==> src/rtl/sai_pkg.sv <==
package sai_pkg;
  localparam int NIB_W = 4;

  typedef enum logic [2:0] {
    PH_IDLE = 3'd0,
    PH_BYP  = 3'd1,
    PH_DST  = 3'd2,
    PH_INS  = 3'd3,
    PH_FWD  = 3'd4
  } phase_e;
endpackage

==> src/rtl/sai_nibble_line.sv <==
module sai_nibble_line #(
  parameter int W     = 4,
  parameter int DEPTH = 12
) (
  input  logic         clk,
  input  logic         rst,
  input  logic         ce,
  input  logic         flush,
  input  logic         push_v,
  input  logic [W-1:0] push_d,
  output logic         tap_v,
  output logic [W-1:0] tap_d
);
  logic         stg_v [DEPTH];
  logic [W-1:0] stg_d [DEPTH];

  generate
    for (genvar i = 0; i < DEPTH; i++) begin : g_stage
      if (i == 0) begin : g_head
        always_ff @(posedge clk) begin
          if (rst || flush) begin
            stg_v[i] <= 1'b0;
            stg_d[i] <= '0;
          end else if (ce) begin
            stg_v[i] <= push_v;
            stg_d[i] <= push_d;
          end
        end
      end else begin : g_body
        always_ff @(posedge clk) begin
          if (rst || flush) begin
            stg_v[i] <= 1'b0;
            stg_d[i] <= '0;
          end else if (ce) begin
            stg_v[i] <= stg_v[i-1];
            stg_d[i] <= stg_d[i-1];
          end
        end
      end
    end
  endgenerate

  assign tap_v = stg_v[DEPTH-1];
  assign tap_d = stg_d[DEPTH-1];
endmodule

==> src/rtl/sai_addr_nibbles.sv <==
module sai_addr_nibbles #(
  parameter int ADDR_OCTETS = 6,
  parameter int IDX_W       = 4
) (
  input  logic [ADDR_OCTETS*8-1:0] addr,
  input  logic [IDX_W-1:0]         idx,
  output logic [3:0]               nib
);
  localparam int NIBS = ADDR_OCTETS * 2;

  logic [3:0] tbl [NIBS];

  // Octet order: most significant first; inside an octet, low half first.
  generate
    for (genvar j = 0; j < NIBS; j++) begin : g_nib
      localparam int OCT = j / 2;
      localparam int LSB = (ADDR_OCTETS - 1 - OCT) * 8 + (j % 2) * 4;
      assign tbl[j] = addr[LSB +: 4];
    end
  endgenerate

  always_comb begin
    nib = '0;
    for (int j = 0; j < NIBS; j++) begin
      if (idx == IDX_W'(j)) nib = tbl[j];
    end
  end
endmodule

==> src/rtl/sai_phase_ctl.sv <==
module sai_phase_ctl
  import sai_pkg::*;
#(
  parameter int DST_NIBS = 12,
  parameter int INS_NIBS = 12,
  parameter int CNT_W    = 4
) (
  input  logic             clk,
  input  logic             rst,
  input  logic             ce,
  input  logic             cancel,
  input  logic             enable,
  input  logic             in_valid,
  input  logic             tap_valid,
  output phase_e           phase,
  output logic [CNT_W-1:0] cnt,
  output logic             push_v
);
  localparam logic [CNT_W-1:0] DST_LAST = CNT_W'(DST_NIBS - 1);
  localparam logic [CNT_W-1:0] INS_LAST = CNT_W'(INS_NIBS - 1);
  localparam bool_one_dst = (DST_NIBS == 1);

  logic in_open;

  always_ff @(posedge clk) begin
    if (rst || cancel) begin
      phase   <= PH_IDLE;
      cnt     <= '0;
      in_open <= 1'b0;
    end else if (ce) begin
      unique case (phase)
        PH_IDLE: begin
          if (in_valid) begin
            in_open <= 1'b1;
            if (!enable) begin
              phase <= PH_BYP;
              cnt   <= '0;
            end else if (bool_one_dst) begin
              phase <= PH_INS;
              cnt   <= '0;
            end else begin
              phase <= PH_DST;
              cnt   <= CNT_W'(1);
            end
          end
        end
        PH_BYP: begin
          if (!in_valid) begin
            phase   <= PH_IDLE;
            in_open <= 1'b0;
          end
        end
        PH_DST: begin
          if (!in_valid) begin
            phase   <= PH_IDLE;
            in_open <= 1'b0;
            cnt     <= '0;
          end else if (cnt == DST_LAST) begin
            phase <= PH_INS;
            cnt   <= '0;
          end else begin
            cnt <= cnt + 1'b1;
          end
        end
        PH_INS: begin
          in_open <= in_open && in_valid;
          if (cnt == INS_LAST) begin
            phase <= PH_FWD;
            cnt   <= '0;
          end else begin
            cnt <= cnt + 1'b1;
          end
        end
        PH_FWD: begin
          in_open <= in_open && in_valid;
          if (!tap_valid) begin
            phase   <= PH_IDLE;
            in_open <= 1'b0;
          end
        end
        default: begin
          phase   <= PH_IDLE;
          cnt     <= '0;
          in_open <= 1'b0;
        end
      endcase
    end
  end

  // Which input nibbles enter the delay line.
  always_comb begin
    unique case (phase)
      PH_IDLE:        push_v = in_valid && enable;
      PH_DST:         push_v = in_valid;
      PH_INS, PH_FWD: push_v = in_valid && in_open;
      default:        push_v = 1'b0;
    endcase
  end
endmodule

==> src/rtl/srcaddr_inserter.sv <==
module srcaddr_inserter
  import sai_pkg::*;
#(
  parameter int ADDR_OCTETS = 6,
  parameter int DST_OCTETS  = 6
) (
  input  logic                     clk,
  input  logic                     rst,
  input  logic                     ce,
  input  logic                     enable,
  input  logic                     cancel,
  input  logic [ADDR_OCTETS*8-1:0] src_addr,
  input  logic                     in_valid,
  input  logic [3:0]               in_nib,
  output logic                     out_valid,
  output logic [3:0]               out_nib
);
  localparam int DST_NIBS = DST_OCTETS * 2;
  localparam int INS_NIBS = ADDR_OCTETS * 2;
  localparam int MAX_NIBS = (DST_NIBS > INS_NIBS) ? DST_NIBS : INS_NIBS;
  localparam int CNT_W    = $clog2(MAX_NIBS + 1);

  phase_e             phase;
  logic [CNT_W-1:0]   cnt;
  logic               push_v;
  logic               tap_v;
  logic [NIB_W-1:0]   tap_d;
  logic [NIB_W-1:0]   ins_nib;

  sai_phase_ctl #(
    .DST_NIBS (DST_NIBS),
    .INS_NIBS (INS_NIBS),
    .CNT_W    (CNT_W)
  ) u_ctl (
    .clk       (clk),
    .rst       (rst),
    .ce        (ce),
    .cancel    (cancel),
    .enable    (enable),
    .in_valid  (in_valid),
    .tap_valid (tap_v),
    .phase     (phase),
    .cnt       (cnt),
    .push_v    (push_v)
  );

  sai_nibble_line #(
    .W     (NIB_W),
    .DEPTH (INS_NIBS)
  ) u_line (
    .clk    (clk),
    .rst    (rst),
    .ce     (ce),
    .flush  (cancel),
    .push_v (push_v),
    .push_d (in_nib),
    .tap_v  (tap_v),
    .tap_d  (tap_d)
  );

  sai_addr_nibbles #(
    .ADDR_OCTETS (ADDR_OCTETS),
    .IDX_W       (CNT_W)
  ) u_addr (
    .addr (src_addr),
    .idx  (cnt),
    .nib  (ins_nib)
  );

  always_ff @(posedge clk) begin
    if (rst || cancel) begin
      out_valid <= 1'b0;
      out_nib   <= '0;
    end else if (ce) begin
      unique case (phase)
        PH_INS: begin
          out_valid <= 1'b1;
          out_nib   <= ins_nib;
        end
        PH_FWD: begin
          out_valid <= tap_v;
          out_nib   <= tap_v ? tap_d : '0;
        end
        default: begin
          out_valid <= in_valid;
          out_nib   <= in_valid ? in_nib : '0;
        end
      endcase
    end
  end
endmodule

==> config.mk <==
export PLATFORM = sky130hd
export DESIGN_NAME = srcaddr_inserter
export DESIGN_NICKNAME = d
export VERILOG_FILES = /design/src/rtl/sai_pkg.sv /design/src/rtl/sai_nibble_line.sv /design/src/rtl/sai_addr_nibbles.sv /design/src/rtl/sai_phase_ctl.sv /design/src/rtl/srcaddr_inserter.sv
export SDC_FILE = /design/constraint.sdc
export NUM_CORES = 1
export LEC_CHECK = 0
export CAP_MARGIN = 20
export CORE_MARGIN = 5
export CORE_UTILIZATION = 40
export CTS_BUF_LIST = sky130_fd_sc_hd__clkbuf_4
export DETAILED_ROUTE_END_ITERATION = 16
export MAX_ROUTING_LAYER = met4
export PLACE_DENSITY_LB_ADDON = 0.2
export SYNTH_ARGS = -nofsm -noshare
export SYNTH_HDL_FRONTEND = slang
export SYNTH_SLANG_ARGS = --single-unit
export TNS_END_PERCENT = 30
==> constraint.sdc <==
create_clock -name clk -period 4.26 [get_ports clk]
set_input_delay 1.278 -clock clk [delete_from_list [all_inputs] [get_ports clk]]
set_output_delay 1.278 -clock clk [all_outputs]
set_load 0.005 [all_outputs]
### Yosys cells after proc, flatten, opt, wreduce, memory -nomap -nowiden

Memories as Yosys holds them, arrays and structs flattened.
Index checks and enable logic that the tools add are counted.

* add/subtract/negate cells: 1
* $mul: 0
* divide/modulo/power cells: 0
* order comparisons: 0
* equal/unequal tests: 21
* shift operators: 0
* multiplexer cells: 63
* bitwise logic cells: 25
* reductions and logical operators: 11

Operator list (count)
* 2-to-1 mux 4 bit: 29
* OR 1 bit: 24
* 2-to-1 mux 1 bit: 21
* 2-to-1 mux 3 bit: 6
* == test 4 x 3 -> 1 bit, second input constant: 4
* == test 4 bit, second input constant: 4
* case mux 4 bit (4 select lines): 1
* case mux 3 bit (5 select lines): 1
* == test 4 x 2 -> 1 bit, second input constant: 2
* != test 2 bit, second input constant: 4
* case mux 4 bit (2 select lines): 1
* == test 3 x 2 -> 1 bit, second input constant: 2
* AND reduction 3 bit: 2
* AND reduction 6 bit: 1
* OR reduction 2 bit: 3
* adder 4 x 1 -> 4 bit, second input constant: 1
* == test 4 x 1 -> 1 bit, second input constant: 1
* zero test 4 bit: 1
* case mux 1 bit (4 select lines): 1
* == test 3 x 1 -> 1 bit, second input constant: 1
* == test 3 bit, second input constant: 1
* zero test 3 bit: 1
* != test 3 x 2 -> 1 bit, second input constant: 1
* case mux 1 bit (3 select lines): 1
* other kinds (6): 7

* register bits: 13
* bits in latches: 0
* RAM bits: 60
* ROM bits: 0
* input port bits: 58
* output and inout port bits: 5
* logic and storage cells: 128
* memories kept: 2

Memory list
* u_line.stg_d: depth 12, width 4, rd ports 12, clocked after Yosys merged registers in 0, wr ports 12, line sai_nibble_line.sv:15 `logic [W-1:0] stg_d [DEPTH];`
* u_line.stg_v: depth 12, width 1, rd ports 12, clocked after Yosys merged registers in 0, wr ports 12, line sai_nibble_line.sv:14 `logic stg_v [DEPTH];`

### Logic depth before layout (Yosys ltp)

Gate-level depths: netlist (run 1).

* depth in word-level cells: 14
* mapped depth: 8
* mapped depth without buffers: 7

### Modules after synthesis

A second synthesis (run 1) with hierarchy kept.

* cells, all modules: 335
* area, all modules: 4142.7 µm²

Modules (own cells, without submodules)
* sai_nibble_line: instances 1, cells an instance 139, area an instance 2627.5 µm², sequential area each 1801.7 µm²
* sai_phase_ctl: instances 1, cells an instance 78, area an instance 611.8 µm², sequential area each 160.2 µm²
* sai_addr_nibbles: instances 1, cells an instance 77, area an instance 558.0 µm², sequential area each 0.0 µm²
* srcaddr_inserter: instances 1, cells an instance 41, area an instance 345.3 µm², sequential area each 100.1 µm²

### Least setup slack after synthesis (run 1)

Ideal clock, no wire load.

* path type: input to register
* from: input ce
* to: memory u_line.stg_d[0][0], enable pin
* data arrival time: 3.061 ns
* path slack: 0.778 ns
* stages: 3
* buffers on the path: 2
* cells stage by stage: buf_2 clkbuf_1 or3_1

RTL lines
* from (decl): line srcaddr_inserter.sv:9 `input logic ce,`
* to (decl): line sai_nibble_line.sv:15

==> results.yml, run 1 <==
logic_synthesis:
  ys_ff_latch: 73
  synthTopCellsByArea: "edfxtp_1, and2_1, dfxtp_1"
  seq_area_frac_synth_pct: 55.5
  syn_area_mm2: 0.00371
  avgSynthCellArea_um2: 10.7
  async_reset_ff_share_pct: 0
  syn_inst: 347
  ys.flop_type: "edfxtp_1"
  synth_top_area_share_pct: 48.5
  syn_nets: 409
  ys_top_cells_by_count: "and2_1, edfxtp_1, a21oi_1, nand2_1, o21ai_0"
  synth-warning-count: 0
  synth_cell_types: 55
  yosys.area.top_type: "edfxtp_1"
  synth_edf_count: 60
cts:
  clock-sinks: 73
  postCtsSetupBuffers: 0
  clock_latency_ps: 410
  htreeDepth: 3
  cts_hold_buf: 0
  cts_tree: "done"
  numCtsBuffers: 9
  ctsLongestPathBuffers: 2
  clk_pin_slew_ps: 130
  ctsResizeCount: 0
  cts_root_buffer: "clkbuf_4"
sta:
  final_hold_viol_count: 0
  finalClockSkew_ps: 15.8
  finalCriticalPeriod_ps: 2730
  max_freq_ghz: 0.366
  final_max_slew_viol_count: 0
  final.period_utilization_pct: 64.1
  setup_viol_count_final: 0
  max_slew_margin_pct: 51.7
  fin_setup_tns_ps: 0
  rsz0062_at_grt: "no"
  tightest_slew_ps: 725
placed_design:
  placed_area_mm2: 0.00442
  hpwl_um: 5770
  place.gp.congestion: 0.847
  io_buffers: 62
routing:
  via_per_inst: 5.43
  ant_nets: 0
  vias: 2801
  wl_per_cell_um: 16.2
  drc: 0
  totalWireLength_um: 8370
  drtIter0Drc: 267
  dr.pass1.iters: 5
layout:
  fin_util_pct: 49.9
  n_antenna_cell: 0
  final_area_mm2: 0.00457
  final_nets: 462
  syn_to_final_growth_pct: 22.9
  drive_gt1_share_pct: 7.41
run_status:
  status: "finished, final reports clean"
floorplanning:
  core-area_mm2: 0.00915
  die_w_um: 106
  fp-row-count: 35
  start_util_pct: 40.6
  die-area_mm2: 0.0113
  die_h_um: 106
  num_io_pins: 63
global_routing:
  grt_usage_pct: 15.8
  grt_max_degree: 49
  grt_pass1_vias: 2636
  grt_pass1_wl_um: 13800
  antenna_found_initial: 0
  grt-ovfl-total: 0
job:
  drv_cap: 0
setup_path:
  path_buf_inv: 3
  critPathSlowestCell: "or3_2"
  r2r_start: "u_ctl.cnt[0]"
  r2r_cells: 6
  crit_path_max_incr_delay_ps: 710
  timing.rr.end: "out_nib[2]"
  critPathCaptureType: "register"
  critPathRequiredTime_ps: 4420
  cp_top_family: "buffers and inverters"
  critPathMaxFanout: 44
  r2r_setup_slack_ps: 1940
  path_class: "primary input to register"
  arrival_ps: 2890
  crit_path_start_kind: "primary input"
  path_cells: "clkdlybuf4s50_1 > buf_4 > or3_2 > buf_12"
worst_hold_path:
  hold_path.class: "register to register"
  hold_path_startpoint: "u_line.stg_v[2][1]"
  min_to: "u_line.stg_v[2][2]"
  worstHoldPathCells: 1
power:
  p_per_area_mw_per_mm2: 307
  ir_drop_mv: 0.205
  leakage_nw: 1.71
[through the flow]
stage	instances	power, W	hold slack (ps)	setup WS (ps)
after global placement	500	0.000960	501	1100
after CTS	516	0.00142	530	1540
after global routing	516	0.00147	537	1370
after detailed placement	500	0.000962	506	1100
after floorplan	347	0.000881	494	778
final	516	0.00140	522	1530
[worst max-delay path by stage]
| stage | startpoint | cells past startpoint | end |
|---|---|---|---|
| detailed placement | ce | 4 | u_line.stg_d[4][5] |
| floorplan | ce | 3 | u_line.stg_d[0][0] |
| finish | ce | 4 | u_line.stg_d[5][5] |
| CTS | ce | 5 | u_line.stg_d[4][0] |
| global route | ce | 5 | u_line.stg_d[4][0] |
| global placement | ce | 4 | u_line.stg_d[2][1] |
[logic make-up (layout without fill, tap and decap cells)]
kind of cell | count (synthesis) | after routing | share of synthesized area [%]
compound gates | 93 | 93 | 16.6
xor+xnor | 1 | 1 | 0.236
fa+ha+maj | 4 | 4 | 1.35
buf+inv | 37 | 95 | 4.24
flops | 73 | 73 | 55.5
mux | 1 | 1 | 0.269
simple gates | 138 | 138 | 21.8
[layer usage]
metal,track usage [%],up-vias,routed length (um)
met2,22.7,98,3530
met4,5.00,0,88
li1,-,1379,-
met5,-,-,0
met3,4.07,6,675
met1,22.0,1318,4080
[area by class of cell]
class	count	area (um2)
inverters	13	48.8
well taps	111	139
flip-flops and latches	73	2060
multi-input cells	237	1500
repair buffers	66	663
clock inverters	7	83.8
clock buffers	9	67.6
fillers	854	4590
[sequential cells by signal, summed over array words and instances, names as in the netlist]
name           count
u_ctl.in_open      1
u_line.stg_v      12
out_nib            4
u_line.stg_d      48
out_valid          1
u_ctl.cnt          4
u_ctl.phase        3
[cell usage in the layout (no fill, tap or decap), types with 2 or more instances in the layout]
cell type        instances
clkdlybuf4s50_1         62
and2_1                  60
edfxtp_1                60
a21oi_1                 29
nand2_1                 20
o21ai_0                 19
nor2_1                  15
inv_1                   13
dfxtp_1                 13
o22ai_1                  9
clkbuf_4                 9
nand3b_1                 8
nand2b_1                 5
nor2b_1                  5
a221oi_1                 5
nand4_1                  5
a31oi_1                  4
ha_1                     4
o31a_1                   3
nand3_1                  3
inv_6                    3
buf_4                    3
and3b_1                  2
a211o_1                  2
a221oi_2                 2
o22a_1                   2
a222oi_1                 2
and3_1                   2
o21a_1                   2
a211oi_1                 2
nor3_1                   2
[where the power goes]
group / leakage (nW) / internal (W) / switching, W / total [W]
Sequential: 0.804 / 0.000797 / 0.0000111 / 0.000808
Clock: 0.0794 / 0.000190 / 0.000267 / 0.000457
Combinational: 0.829 / 0.0000792 / 0.0000586 / 0.000138
No activity file was read; power rests on OpenSTA's default activity.
==> inputs of run 2 (changes only) <==
==> constraint.sdc (replaced) <==
create_clock -name clk -period 2.7 [get_ports clk]
set_input_delay 0.81 -clock clk [delete_from_list [all_inputs] [get_ports clk]]
set_output_delay 0.81 -clock clk [all_outputs]
set_load 0.005 [all_outputs]
==> run 2 against run 1 <==
Flip-flop and latch count unchanged. Largest cell class unchanged. Final cell count up 0.39%. Non-clock buffer count is 2 higher. Die area unchanged. Global-route usage decreased by 0.53 points. Worst setup slack got worse by 1100 ps. Sequential share of layout area rose by 0.30 points. Hold slack worse by 6.3 ps.
==> results.yml, run 2 (synthesis gave the netlist of run 1 again) <==
sta:
  max_slew_margin_pct: 50.3
  finalClockSkew_ps: 13.5
  finalCriticalPeriod_ps: 2250
  final_hold_viol_count: 0
  tightest_slew_ps: 746
  final_max_slew_viol_count: 0
  final.period_utilization_pct: 83.3
  fin_setup_tns_ps: 0
  rsz0062_at_grt: "no"
  max_freq_ghz: 0.444
  setup_viol_count_final: 0
setup_path:
  path_cells: "ha_1 > a21oi_1 > a221oi_2 > o22ai_1 > a222oi_1 > o31a_1"
  critPathRequiredTime_ps: 3060
  critPathMaxFanout: 22
  crit_path_start_kind: "register"
  path_class: "register to register"
  cp_top_family: "compound AO/OA/AOI/OAI gates"
  crit_path_max_incr_delay_ps: 650
  arrival_ps: 2610
  critPathCaptureType: "register"
  critPathSlowestCell: "ha_1"
  path_buf_inv: 0
layout:
  final_nets: 464
  final_cell_mix: "clkdlybuf4s50_1, and2_1, edfxtp_1, a21oi_1, nand2_1"
  largest_reg_flops: 48
  final_area_mm2: 0.00454
  syn_to_final_growth_pct: 22.1
  reg_top3: "u_line.stg_d x48, u_line.stg_v x12"
  drive_gt1_share_pct: 7.86
  n_antenna_cell: 0
  layout_commonest_cell: "clkdlybuf4s50_1"
  regMostFlops: "u_line.stg_d"
floorplanning:
  fp-row-count: 35
  core-area_mm2: 0.00915
  start_util_pct: 40.6
  die_h_um: 106
  die-area_mm2: 0.0113
  die_w_um: 106
  num_io_pins: 63
routing:
  drc: 0
  totalWireLength_um: 8290
  wl_per_cell_um: 16.0
  drtIter0Drc: 248
  via_per_inst: 5.33
  vias: 2761
  ant_nets: 0
  dr.pass1.iters: 5
global_routing:
  grt_usage_pct: 15.3
  grt_pass1_vias: 2749
  antenna_found_initial: 0
  grt_pass1_wl_um: 13500
  grt-ovfl-total: 0
  grt_max_degree: 40
power:
  p_per_area_mw_per_mm2: 459
  ir_drop_mv: 0.308
  leakage_nw: 1.69
cts:
  clock_latency_ps: 410
  htreeDepth: 3
  cts_hold_buf: 0
  numCtsBuffers: 9
  ctsResizeCount: 0
  ctsLongestPathBuffers: 2
  cts_tree: "done"
  postCtsSetupBuffers: 0
  cts_root_buffer: "clkbuf_4"
  clock-sinks: 73
  clk_pin_slew_ps: 130
placed_design:
  placed_area_mm2: 0.00442
  place.gp.congestion: 0.879
  io_buffers: 62
  hpwl_um: 5670
job:
  drv_cap: 0
worst_hold_path:
  hold_path.class: "register to register"
run_status:
  status: "finished, final reports clean"
-- run 2: layer usage --
metal	share of wire, %	vias up	GRT usage, %
met5	0	-	-
met2	42	102	21.9
li1	-	1384	-
met3	8.0	11	3.64
met1	49	1264	21.1
met4	1.5	0	5.92
-- run 2: worst paths after layout --
check,from,to,slack (ps),cells after the start
max reg2reg,u_ctl.cnt[0],out_nib[3],450,6
min reg2reg,u_line.stg_d[3][3],u_line.stg_d[3][7],520,1
min,u_line.stg_d[3][3],u_line.stg_d[3][7],520,1
max,u_ctl.cnt[0],out_nib[3],450,6
-- run 2: where the power goes --
part,total (W),switching (W),internal [W],leakage [nW]
combinational,0.000216,0.0000906,0.000125,0.832
clock,0.000591,0.000391,0.000200,0.0550
sequential,0.00127,0.0000171,0.00126,0.804
total,0.00208,0.000498,0.00158,1.69
-- run 2: area by class of cell --
class	instances	area (um2)
fillers	872	4620
flip-flops and latches	73	2060
multi-input cells	237	1500
repair buffers	68	666
well taps	111	139
clock buffers	10	75.1
inverters	13	48.8
clock inverters	6	43.8
-- run 2: metrics by stage --
| step | utilization (%) | setup slack, ps | hold slack, ps | total power, W | cells |
|---|---|---|---|---|---|
| finish | 49.6 | 450 | 516 | 0.00208 | 518 |
| global route | 49.6 | 248 | 543 | 0.00219 | 518 |
| CTS | 49.6 | 424 | 520 | 0.00211 | 518 |
| detailed placement | 48.3 | 263 | 504 | 0.00152 | 502 |
| global placement | 48.3 | 273 | 502 | 0.00151 | 502 |
| floorplan | - | 244 | 494 | 0.00139 | 347 |
